--- src/rtl/evstamp_pkg.sv ---
package evstamp_pkg;

    typedef enum logic [1:0] {
        REG_CTRL  = 2'd0,
        REG_STAT  = 2'd1,
        REG_CAPLO = 2'd2,
        REG_CAPHI = 2'd3
    } reg_addr_e;

    // control bits, MSB first: bit3 irq_en, bit2 filt_en, bit1 src_cmp, bit0 rise_sel
    typedef struct packed {
        logic irq_en;
        logic filt_en;
        logic src_cmp;
        logic rise_sel;
    } ctrl_t;

    localparam int CTRL_BITS = 4;

    typedef enum logic {FLT_STABLE, FLT_COUNT} flt_state_e;
    typedef enum logic {LVL_LOW, LVL_HIGH}     lvl_state_e;
    typedef enum logic {FLAG_CLEAR, FLAG_SET}  flag_state_e;

endpackage

--- src/rtl/evstamp_cond.sv ---
module evstamp_cond
    import evstamp_pkg::*;
#(
    parameter int SYNC_STAGES = 2,
    parameter int FILT_LEN    = 4
) (
    input  logic clk,
    input  logic rst_n,
    input  logic pin_raw,
    input  logic cmp_raw,
    input  logic src_cmp,
    input  logic filt_en,
    output logic cond_o
);

    localparam int CW = $clog2(FILT_LEN) + 1;
    localparam logic [CW-1:0] LAST = CW'(FILT_LEN - 1);

    logic pin_s;
    logic cmp_s;

    generate
        if (SYNC_STAGES == 1) begin : g_sync_one
            logic pin_q, cmp_q;
            always_ff @(posedge clk) begin
                if (!rst_n) begin
                    pin_q <= 1'b0;
                    cmp_q <= 1'b0;
                end else begin
                    pin_q <= pin_raw;
                    cmp_q <= cmp_raw;
                end
            end
            assign pin_s = pin_q;
            assign cmp_s = cmp_q;
        end else begin : g_sync_chain
            logic [SYNC_STAGES-1:0] pin_sh, cmp_sh;
            always_ff @(posedge clk) begin
                if (!rst_n) begin
                    pin_sh <= '0;
                    cmp_sh <= '0;
                end else begin
                    pin_sh <= {pin_sh[SYNC_STAGES-2:0], pin_raw};
                    cmp_sh <= {cmp_sh[SYNC_STAGES-2:0], cmp_raw};
                end
            end
            assign pin_s = pin_sh[SYNC_STAGES-1];
            assign cmp_s = cmp_sh[SYNC_STAGES-1];
        end
    endgenerate

    logic sel_s;
    assign sel_s = src_cmp ? cmp_s : pin_s;

    flt_state_e      state_q, state_d;
    logic [CW-1:0]   run_q, run_d;
    logic            held_q, held_d;

    // state register
    always_ff @(posedge clk) begin
        if (!rst_n) begin
            state_q <= FLT_STABLE;
            run_q   <= '0;
            held_q  <= 1'b0;
        end else begin
            state_q <= state_d;
            run_q   <= run_d;
            held_q  <= held_d;
        end
    end

    // next state
    always_comb begin
        state_d = state_q;
        run_d   = run_q;
        held_d  = held_q;
        if (!filt_en) begin
            state_d = FLT_STABLE;
            run_d   = '0;
            held_d  = sel_s;
        end else begin
            unique case (state_q)
                FLT_STABLE: begin
                    if (sel_s != held_q) begin
                        state_d = FLT_COUNT;
                        run_d   = CW'(1);
                    end
                end
                FLT_COUNT: begin
                    if (sel_s == held_q) begin
                        state_d = FLT_STABLE;
                        run_d   = '0;
                    end else if (run_q == LAST) begin
                        state_d = FLT_STABLE;
                        run_d   = '0;
                        held_d  = sel_s;
                    end else begin
                        run_d = run_q + CW'(1);
                    end
                end
                default: state_d = FLT_STABLE;
            endcase
        end
    end

    // output
    always_comb begin
        cond_o = filt_en ? held_q : sel_s;
    end

endmodule

--- src/rtl/evstamp_edge.sv ---
module evstamp_edge
    import evstamp_pkg::*;
(
    input  logic clk,
    input  logic rst_n,
    input  logic cond_i,
    input  logic rise_sel,
    output logic evt_o
);

    lvl_state_e state_q, state_d;

    always_ff @(posedge clk) begin
        if (!rst_n) state_q <= LVL_LOW;
        else        state_q <= state_d;
    end

    always_comb begin
        state_d = state_q;
        unique case (state_q)
            LVL_LOW:  if (cond_i)  state_d = LVL_HIGH;
            LVL_HIGH: if (!cond_i) state_d = LVL_LOW;
            default:  state_d = LVL_LOW;
        endcase
    end

    always_comb begin
        evt_o = 1'b0;
        unique case (state_q)
            LVL_LOW:  evt_o = cond_i && rise_sel;
            LVL_HIGH: evt_o = !cond_i && !rise_sel;
            default:  evt_o = 1'b0;
        endcase
    end

endmodule

--- src/rtl/evstamp_regs.sv ---
module evstamp_regs
    import evstamp_pkg::*;
#(
    parameter int CNT_W = 16,
    parameter int BUS_W = 8
) (
    input  logic             clk,
    input  logic             rst_n,
    input  logic [CNT_W-1:0] cnt_i,
    input  logic             evt_i,
    input  logic [1:0]       addr_i,
    input  logic             wr_i,
    input  logic             rd_i,
    input  logic [BUS_W-1:0] wdata_i,
    input  logic             ack_i,
    output logic [BUS_W-1:0] rdata_o,
    output ctrl_t            ctrl_o,
    output logic             flag_o,
    output logic             irq_o,
    output logic [CNT_W-1:0] cap_o,
    output logic [CNT_W-BUS_W-1:0] hold_o
);

    localparam int HI_W = CNT_W - BUS_W;

    reg_addr_e      addr;
    ctrl_t          ctrl_q;
    flag_state_e    flag_q, flag_d;
    logic [CNT_W-1:0] cap_q;
    logic [HI_W-1:0]  hold_q;
    logic             clr_req;

    assign addr    = reg_addr_e'(addr_i);
    assign clr_req = (wr_i && addr == REG_STAT && wdata_i[0]) || ack_i;

    // control, capture and hold registers
    always_ff @(posedge clk) begin
        if (!rst_n) begin
            ctrl_q <= '0;
            cap_q  <= '0;
            hold_q <= '0;
        end else begin
            if (wr_i && addr == REG_CTRL) ctrl_q <= ctrl_t'(wdata_i[CTRL_BITS-1:0]);
            if (evt_i)                    cap_q  <= cnt_i;
            if (rd_i && addr == REG_CAPLO) hold_q <= cap_q[CNT_W-1:BUS_W];
        end
    end

    // flag state register
    always_ff @(posedge clk) begin
        if (!rst_n) flag_q <= FLAG_CLEAR;
        else        flag_q <= flag_d;
    end

    // flag next state
    always_comb begin
        flag_d = flag_q;
        unique case (flag_q)
            FLAG_CLEAR: if (evt_i) flag_d = FLAG_SET;
            FLAG_SET:   if (!evt_i && clr_req) flag_d = FLAG_CLEAR;
            default:    flag_d = FLAG_CLEAR;
        endcase
    end

    // outputs
    always_comb begin
        flag_o = (flag_q == FLAG_SET);
        irq_o  = flag_o && ctrl_q.irq_en;
        ctrl_o = ctrl_q;
        cap_o  = cap_q;
        hold_o = hold_q;
        unique case (addr)
            REG_CTRL:  rdata_o = {{(BUS_W-CTRL_BITS){1'b0}}, ctrl_q};
            REG_STAT:  rdata_o = {{(BUS_W-1){1'b0}}, flag_o};
            REG_CAPLO: rdata_o = cap_q[BUS_W-1:0];
            REG_CAPHI: rdata_o = BUS_W'(hold_q);
            default:   rdata_o = '0;
        endcase
    end

endmodule

--- src/rtl/evstamp_unit.sv ---
module evstamp_unit
    import evstamp_pkg::*;
#(
    parameter int CNT_W       = 16,
    parameter int BUS_W       = 8,
    parameter int SYNC_STAGES = 2,
    parameter int FILT_LEN    = 4
) (
    input  logic             clk,
    input  logic             rst_n,
    input  logic [CNT_W-1:0] count_val,
    input  logic             cap_pin,
    input  logic             cmp_out,
    input  logic [1:0]       bus_addr,
    input  logic             bus_wr,
    input  logic             bus_rd,
    input  logic [BUS_W-1:0] bus_wdata,
    output logic [BUS_W-1:0] bus_rdata,
    output logic             irq_req,
    input  logic             irq_ack
);

    localparam int HI_W = CNT_W - BUS_W;

    ctrl_t            ctrl;
    logic             cond_line;
    logic             capture_evt;
    logic             cap_flag;
    logic [CNT_W-1:0] cap_value;
    logic [HI_W-1:0]  hold_hi;

    evstamp_cond #(
        .SYNC_STAGES(SYNC_STAGES),
        .FILT_LEN   (FILT_LEN)
    ) u_cond (
        .clk     (clk),
        .rst_n   (rst_n),
        .pin_raw (cap_pin),
        .cmp_raw (cmp_out),
        .src_cmp (ctrl.src_cmp),
        .filt_en (ctrl.filt_en),
        .cond_o  (cond_line)
    );

    evstamp_edge u_edge (
        .clk      (clk),
        .rst_n    (rst_n),
        .cond_i   (cond_line),
        .rise_sel (ctrl.rise_sel),
        .evt_o    (capture_evt)
    );

    evstamp_regs #(
        .CNT_W(CNT_W),
        .BUS_W(BUS_W)
    ) u_regs (
        .clk     (clk),
        .rst_n   (rst_n),
        .cnt_i   (count_val),
        .evt_i   (capture_evt),
        .addr_i  (bus_addr),
        .wr_i    (bus_wr),
        .rd_i    (bus_rd),
        .wdata_i (bus_wdata),
        .ack_i   (irq_ack),
        .rdata_o (bus_rdata),
        .ctrl_o  (ctrl),
        .flag_o  (cap_flag),
        .irq_o   (irq_req),
        .cap_o   (cap_value),
        .hold_o  (hold_hi)
    );

endmodule

--- config.mk ---
export PLATFORM = sky130hd
export DESIGN_NAME = evstamp_unit
export DESIGN_NICKNAME = d
export VERILOG_FILES = /design/src/rtl/evstamp_pkg.sv /design/src/rtl/evstamp_cond.sv /design/src/rtl/evstamp_edge.sv /design/src/rtl/evstamp_regs.sv /design/src/rtl/evstamp_unit.sv
export SDC_FILE = /design/constraint.sdc
export NUM_CORES = 1
export LEC_CHECK = 0
export BUFFER_PORTS_ARGS = -buffer_cell sky130_fd_sc_hd__buf_2
export CAP_MARGIN = 30
export CORE_MARGIN = 2
export CORE_UTILIZATION = 55
export DETAILED_ROUTE_END_ITERATION = 12
export PLACE_DENSITY = 0.81
export SLEW_MARGIN = 5
export SYNTH_ARGS = -nofsm -noshare
export SYNTH_HDL_FRONTEND = slang
export SYNTH_SLANG_ARGS = --single-unit
export TNS_END_PERCENT = 5
--- constraint.sdc ---
create_clock -name clk -period 3.3 [get_ports clk]
set_input_delay 0.495 -clock clk [delete_from_list [all_inputs] [get_ports clk]]
set_output_delay 0.495 -clock clk [all_outputs]
set_load 0.01 [all_outputs]
# Word-level counts from Yosys, hierarchy flattened
# Cells that the tools add are included.
# totals
register_bits,39
# op_classes
bitwise,3
n_reduce_logical,15
n_eq_ne,10
n_mux,20
n_addsub,1
# ops
op,n
$pmux W8 S4,1
$mux W1,12
$mux W3,3
$logic_and A1 B1 Y1,8
$ne A2 B2 Y1 const B,3
$pmux W1 S2,3
$pmux W3 S2,1
$eq A2 B2 Y1 const B,2
$add A3 B1 Y3 const B,1
$eq A3 B2 Y1 const B,1
$logic_not A1 Y1,3
$not A1 Y1,3
$reduce_and A3 Y1,1
$eq A2 B1 Y1 const B,1
$logic_not A2 Y1,1
$ne A2 B1 Y1 const B,1
$reduce_and A2 Y1,1
$eq A1 B1 Y1,1
$logic_or A1 B1 Y1,1
$ne A1 B1 Y1,1

# Depth between registers and ports, before layout
# Gate-level depths: netlist (run 1).
# depth
word_depth,9
ltp_mapped,7

# Modules after synthesis
# A second synthesis (run 1) with hierarchy kept.
# unflattened
cells_unflattened,168
hier_area_um2,1798.0
# modules_own_cells
mod,area_per_inst_um2,cells_per_inst,seq_area_each_um2,n_inst
evstamp_regs,1350.0,129,580.6,1
evstamp_cond,397.9,34,180.2,1
evstamp_edge,50.0,5,20.0,1

# Worst setup path after synthesis (run 1)
# Ideal clock, no wire load.
# synth_timing
path_type,input port to output port
start,input bus_addr[0]
end,output bus_rdata[1]
path_stages,3
t_arrival_ns,1.269
path_slack_ns,1.536
path_cell_list,buf_2 mux2_2 a22o_2
# synth_between
elab_chain_cells,2
elab_cells_between_ends,5
classes_between,eq/ne: 3; mux: 1; reduce/logical: 1
# synth_rtl
element,line,source
start: declaration,evstamp_unit.sv:14,"input logic [1:0] bus_addr,"
"$eq A2 B2 Y1, or another cell as far along",evstamp_regs.sv:72,unique case (addr)
$pmux W8 S4 (*),evstamp_regs.sv:72,
end: declaration,evstamp_unit.sv:18,"output logic [BUS_W-1:0] bus_rdata,"
# Mark *: on every way between the ends. The rest lies on a longest branch, timed or not.

# Final worst setup path (run 1)
# Ends and elaborated chain as after synthesis.

==> results by group, run 1 <==
Synthesis
  • Most common cell in the netlist: dfxtp_1
  • Ys flop type: dfxtp_1
  • Sequential share of the synthesized area: 0.4541
  • Mapped Area: 1719 sq um
  • Syn_nets: 211
  • Yosys top cell by area: dfxtp_1
  • Yosys reg bits: 39
  • Post-synth EDFFs: 0
  • Total number of yosys warnings: 0
  • Synth unique cells: 35
  • Mapped Cells: 177
  • Synth area leaders: dfxtp_1, mux2i_1, nand2_1
  • FFs w/ async S/R, synth: 0
  • Post-synth top cells: dfxtp_1, mux2i_1, nand2_1
  • Post-synth top area share: 0.4541
  • Post-Syn Area per Cell: 9.713 sq um

STA
  • Worst slew pin tran: 0.6400 ns
  • Clk_skew: 0.01147 ns
  • RSZ-0062 raised after global routing: no
  • Max-slew headroom: 0.5733
  • Post-route clock period utilization: 0.5912
  • Crit path time final: 1.951 ns
  • Hold Vio Cnt, Final: 0
  • Max-slew violation count: 0
  • Sum Neg Setup Slack: 0 ns
  • Final Setup Violations: 0
  • Hold WS: 0.3626 ns
  • Post-route setup slack: 1.349 ns
  • Achievable frequency: 512.5 MHz

Hold path
  • HP Class: input port to register

Clocking
  • CTS Hold Bufs: 0
  • CTS clk-pin slew, worst paths: 0.09 ns
  • Post-CTS Setup Inserts: 0
  • CTS tree: built
  • Clock root cell: clkbuf_4
  • CTS Buf Count: 5
  • H-tree Lvls: 2
  • Resized cells post-CTS: 0
  • Clock buffer depth: 2
  • Worst-Skew Late Latency: 0.34 ns
  • Clock tree sinks: 39

Power and ir drop
  • Peak supply drop: 0.2894 mV
  • Power density over cell area: 406.4 nW/um^2
  • Leakage: 0.8700 nW

Setup path
  • Most used cell, CP: buf_2
  • Family with the most delay on the worst path: buffers and inverters
  • Startpoint Class: input port
  • Critical Path, Cell by Cell: buf_2, mux2_2, a22o_2, buf_2
  • Critical Path AT: 1.46 ns
  • Crit-path slowest cell: mux2_2
  • Crit end category: output port
  • Slowest stage delay, CP: 0.37 ns
  • CP Class: input port to output port
  • Critical path fanouts, max: 11
  • Bufs and invs on worst path: 2
  • Worst Path Required: 2.80 ns

Routing
  • Via Count: 1,298
  • DRT antenna net count: 0
  • # DRC: 0
  • 1st-iter DRT viols: 49
  • Drt wl/cell: 13.52 um
  • DRT Wirelength: 3.258 mm
  • Pre-Repair DR Iteration Count: 4
  • Vias per cell: 5.386

Finish
  • Share of layout cells above drive strength 1: 0.2500
  • Area Growth Syn to Fin: 11.57%
  • Fillers: 252
  • Core Util, Final: 0.6388
  • Layout net count: 243
  • N_diodes: 0

GRT
  • Gr usage total: 0.2152
  • First-pass GRT wire length: 5.664 mm
  • Initial antenna violation count: 0
  • Vias in the first global route: 1,346
  • Grt ovf: 0
  • Largest net degree at the start of global routing: 43

Placed design
  • Gpl congestion: 0.7751
  • DPL Wire Length: 2.371 mm
  • Post-Place Worst Slack: 1.346 ns
  • Port buffer count: 37

Floorplanning
  • Core area: 3003 sq um
  • Initial core utilization: 0.5725
  • Ports: 42
  • Die area: 3589 sq um
  • Die Height: 59.91 um
  • Rows: 20
  • Die W: 59.91 um

Flow run
  • Max_cap viols: 0

Status
  • Status: finished, final reports clean
-- routing by layer --
metal,vias to the layer above,wire length (um),track usage
met5,-,0,0
met3,7,203,0.04978
li1,653,-,-
met4,0,59,0.09524
met2,45,1631,0.3882
met1,593,1363,0.2374
-- placed cells by master (no fill, tap or decap), types with 2 or more instances in the layout --
cell type  Yosys  layout
inv_1          2       2
and2_1         6       6
clkbuf_4       0       5
nor3b_1        2       2
nand3_1        2       2
dfxtp_1       39      39
nand3b_1       2       2
nand2_1       33      33
mux2i_1       33      33
a21oi_1        2       2
nor2_1        15      15
buf_2          3      37
a22o_1         2       2
mux2_2         3       3
nor2b_1        5       5
-- cell families after synthesis --
kind of cell	after synthesis	synth area share
buffers and inverters	15	0.04876
DFF	39	0.4541
and+or+nand+nor	71	0.1958
muxes	38	0.2336
xor gates and xnor gates	1	0.005096
adders and majority gates	1	0.007277
AOI/OAI and AO/OA	12	0.05532
-- through the flow --
step                area (sq um)  power (mW)  std cells
finish                      1918      0.7794        241
global route                1918      0.8146        241
CTS                         1918      0.7875        241
detailed placement          1877      0.5744        235
global placement            1877      0.5699        235
floorplan                   1719      0.5503        177
-- power by group --
| part | switching [mW] | internal [mW] |
|---|---|---|
| clock | 0.141 | 0.0758 |
| combinational | 0.0379 | 0.0355 |
| sequential | 0.00721 | 0.482 |
-- registers in the layout, indices dropped and copies added, names as in the netlist --
signal,flops
u_cond.g_sync_chain.cmp_sh,2
u_cond.g_sync_chain.pin_sh,2
u_cond.held_q,1
u_cond.run_q,3
u_cond.state_q,1
u_edge.state_q,1
u_regs.cap_o,16
u_regs.ctrl_o,4
u_regs.flag_o,1
u_regs.hold_o,8
-- final timing paths --
check                                                    from                             to  slack (ns)  depth (start not counted)
worst max-delay path                              bus_addr[0]                   bus_rdata[1]        1.35                          4
worst min-delay path                                  cap_pin  u_cond.g_sync_chain.pin_sh[0]        0.36                          2
worst max register to register               u_regs.ctrl_o[2]                u_regs.cap_o[1]        1.56                          4
worst min register to register  u_cond.g_sync_chain.pin_sh[0]  u_cond.g_sync_chain.pin_sh[1]        0.43                          1
-- cell type report --
cell class,instances,area [sq um],share of cell area
clock buffer,6,41.29,0.02153
sequential,39,780.7,0.4070
inverter,2,7.507,0.003914
tap,33,41.29,0.02153
multi-input combinational,123,854.6,0.4455
timing repair buffer,38,192.7,0.1005
No activity file was read; power rests on OpenSTA's default activity.
==> run 2: changes to the inputs <==
Settings changed: CORE_UTILIZATION 55 to 47, PLACE_DENSITY 0.81 to 0.73.
Clock period 3.3 ns to 1.7 ns, I/O delays scaled along.
==> results by group, run 2 (synthesis results as in run 1) <==
Finish
  • Area Growth Syn to Fin: 15.50%
  • Core Util, Final: 0.5813
  • Commonest non-fill, non-tap cell in the layout: dfxtp_1
  • Non-filler cells, final: 260
  • Most frequent cells in the layout: dfxtp_1, buf_2, mux2i_1, nand2_1, nor2_1
  • Share of layout cells above drive strength 1: 0.2664
  • FF+latch area: 780.7 sq um
  • N_diodes: 0
  • Layout net count: 247
  • Largest register FFs: 16
  • Multi-input gate area: 854.6 sq um
  • Fillers: 309

Routing
  • Drt wl/cell: 12.89 um
  • DRT Wirelength: 3.351 mm
  • DRT antenna net count: 0
  • Vias per cell: 5.054
  • # DRC: 0
  • Via Count: 1,314
  • Pre-Repair DR Iteration Count: 4
  • DR top layer: met4
  • 1st-iter DRT viols: 37
  • M1 WL: 1.528 mm
  • Met2 wire len: 1.569 mm
  • Met3 WL post-DR: 196 um

Power and ir drop
  • Leakage: 0.8973 nW
  • Power density over cell area: 779.9 nW/um^2
  • Peak supply drop: 0.5082 mV

Floorplanning
  • Die area: 4158 sq um
  • Die W: 64.48 um
  • Rows: 21
  • Ports: 42
  • Initial core utilization: 0.5033
  • Core area: 3416 sq um
  • Die Height: 64.48 um

Setup path
  • CP Class: register to output port
  • Crit end category: output port
  • Worst Path Required: 1.44 ns
  • Worst-case reg-to-reg path depth: 5
  • Startpoint Class: register
  • Critical path fanouts, max: 5
  • Critical Path AT: 1.33 ns

STA
  • Post-route setup slack: 0.1172 ns
  • Hold WS: 0.1223 ns
  • Max-slew violation count: 0
  • Post-route clock period utilization: 0.9311
  • RSZ-0062 raised after global routing: no
  • Worst slew pin tran: 0.4546 ns
  • Sum Neg Setup Slack: 0 ns
  • Achievable frequency: 631.8 MHz
  • Hold Vio Cnt, Final: 0
  • Clk_skew: 0.008704 ns
  • Max-slew headroom: 0.6966
  • Final Setup Violations: 0
  • Crit path time final: 1.583 ns

GRT
  • Gr usage total: 0.1843
  • Initial antenna violation count: 0
  • First-pass GRT wire length: 5.851 mm
  • Vias in the first global route: 1,318
  • Largest net degree at the start of global routing: 22
  • Grt ovf: 0

Placed design
  • Cells after DPL: 252
  • Post-Place Worst Slack: 0.1469 ns
  • DPL Wire Length: 2.459 mm
  • Gpl congestion: 0.7176
  • Port buffer count: 37

Clocking
  • Clock tree sinks: 39
  • CTS Hold Bufs: 0
  • Resized cells post-CTS: 0
  • Clock buffer depth: 2
  • Worst-Skew Late Latency: 0.34 ns
  • Clock root cell: clkbuf_4
  • CTS Buf Count: 5
  • Post-CTS Setup Inserts: 0
  • H-tree Lvls: 2
  • CTS clk-pin slew, worst paths: 0.11 ns
  • CTS tree: built

Hold path
  • Hold path cells: 2
  • HP Class: input port to register

Flow run
  • Max_cap viols: 0

Status
  • Status: finished, final reports clean
## run 2: cell count changes in the layout (fill, tap and decap cells not counted), sizes merged
cell    before  now
clkbuf       6    7
buf         38   42
clkinv       0    1
## run 2: through the flow
stage / total power, mW / area [sq um]
6_report: 1.549 / 1986
5_1_grt: 1.631 / 1986
2_1_floorplan: 1.068 / 1719
3_5_place_dp: 1.124 / 1936
3_3_place_gp: 1.117 / 1936
4_1_cts: 1.561 / 1986
## run 2: worst max-delay path, stage by stage, from the launching register on
cell and delay, ns:
dfxtp_1 0.36, mux4_2 0.47, buf_2 0.15
## run 2: area by class of cell
class                      instances  share of cell area
clock buffer                       7             0.02268
clock inverter                     1            0.002520
inverter                           2            0.003781
multi-input combinational        123              0.4304
sequential                        39              0.3932
tap                               46             0.02899
timing repair buffer              42              0.1185
## run 2: where the power goes
group | internal, mW | total (mW) | switching [mW]
sequential | 0.935 | 0.948 | 0.0126
combinational | 0.0762 | 0.154 | 0.0780
clock | 0.161 | 0.447 | 0.285
## run 2: worst paths after layout
check | slack [ns] | endpoint | start
min | 0.12 | u_cond.g_sync_chain.pin_sh[0] | cap_pin
max reg2reg | 0.15 | u_regs.flag_o | u_regs.ctrl_o[1]
min reg2reg | 0.44 | u_cond.g_sync_chain.cmp_sh[1] | u_cond.g_sync_chain.cmp_sh[0]
max | 0.12 | bus_rdata[0] | u_regs.ctrl_o[0]
## run 2: per-layer routing
metal	up-vias	GRT usage
met1	607	0.2168
met3	5	0.07118
met2	35	0.3047
met5	-	0
met4	0	0.06915
li1	667	-
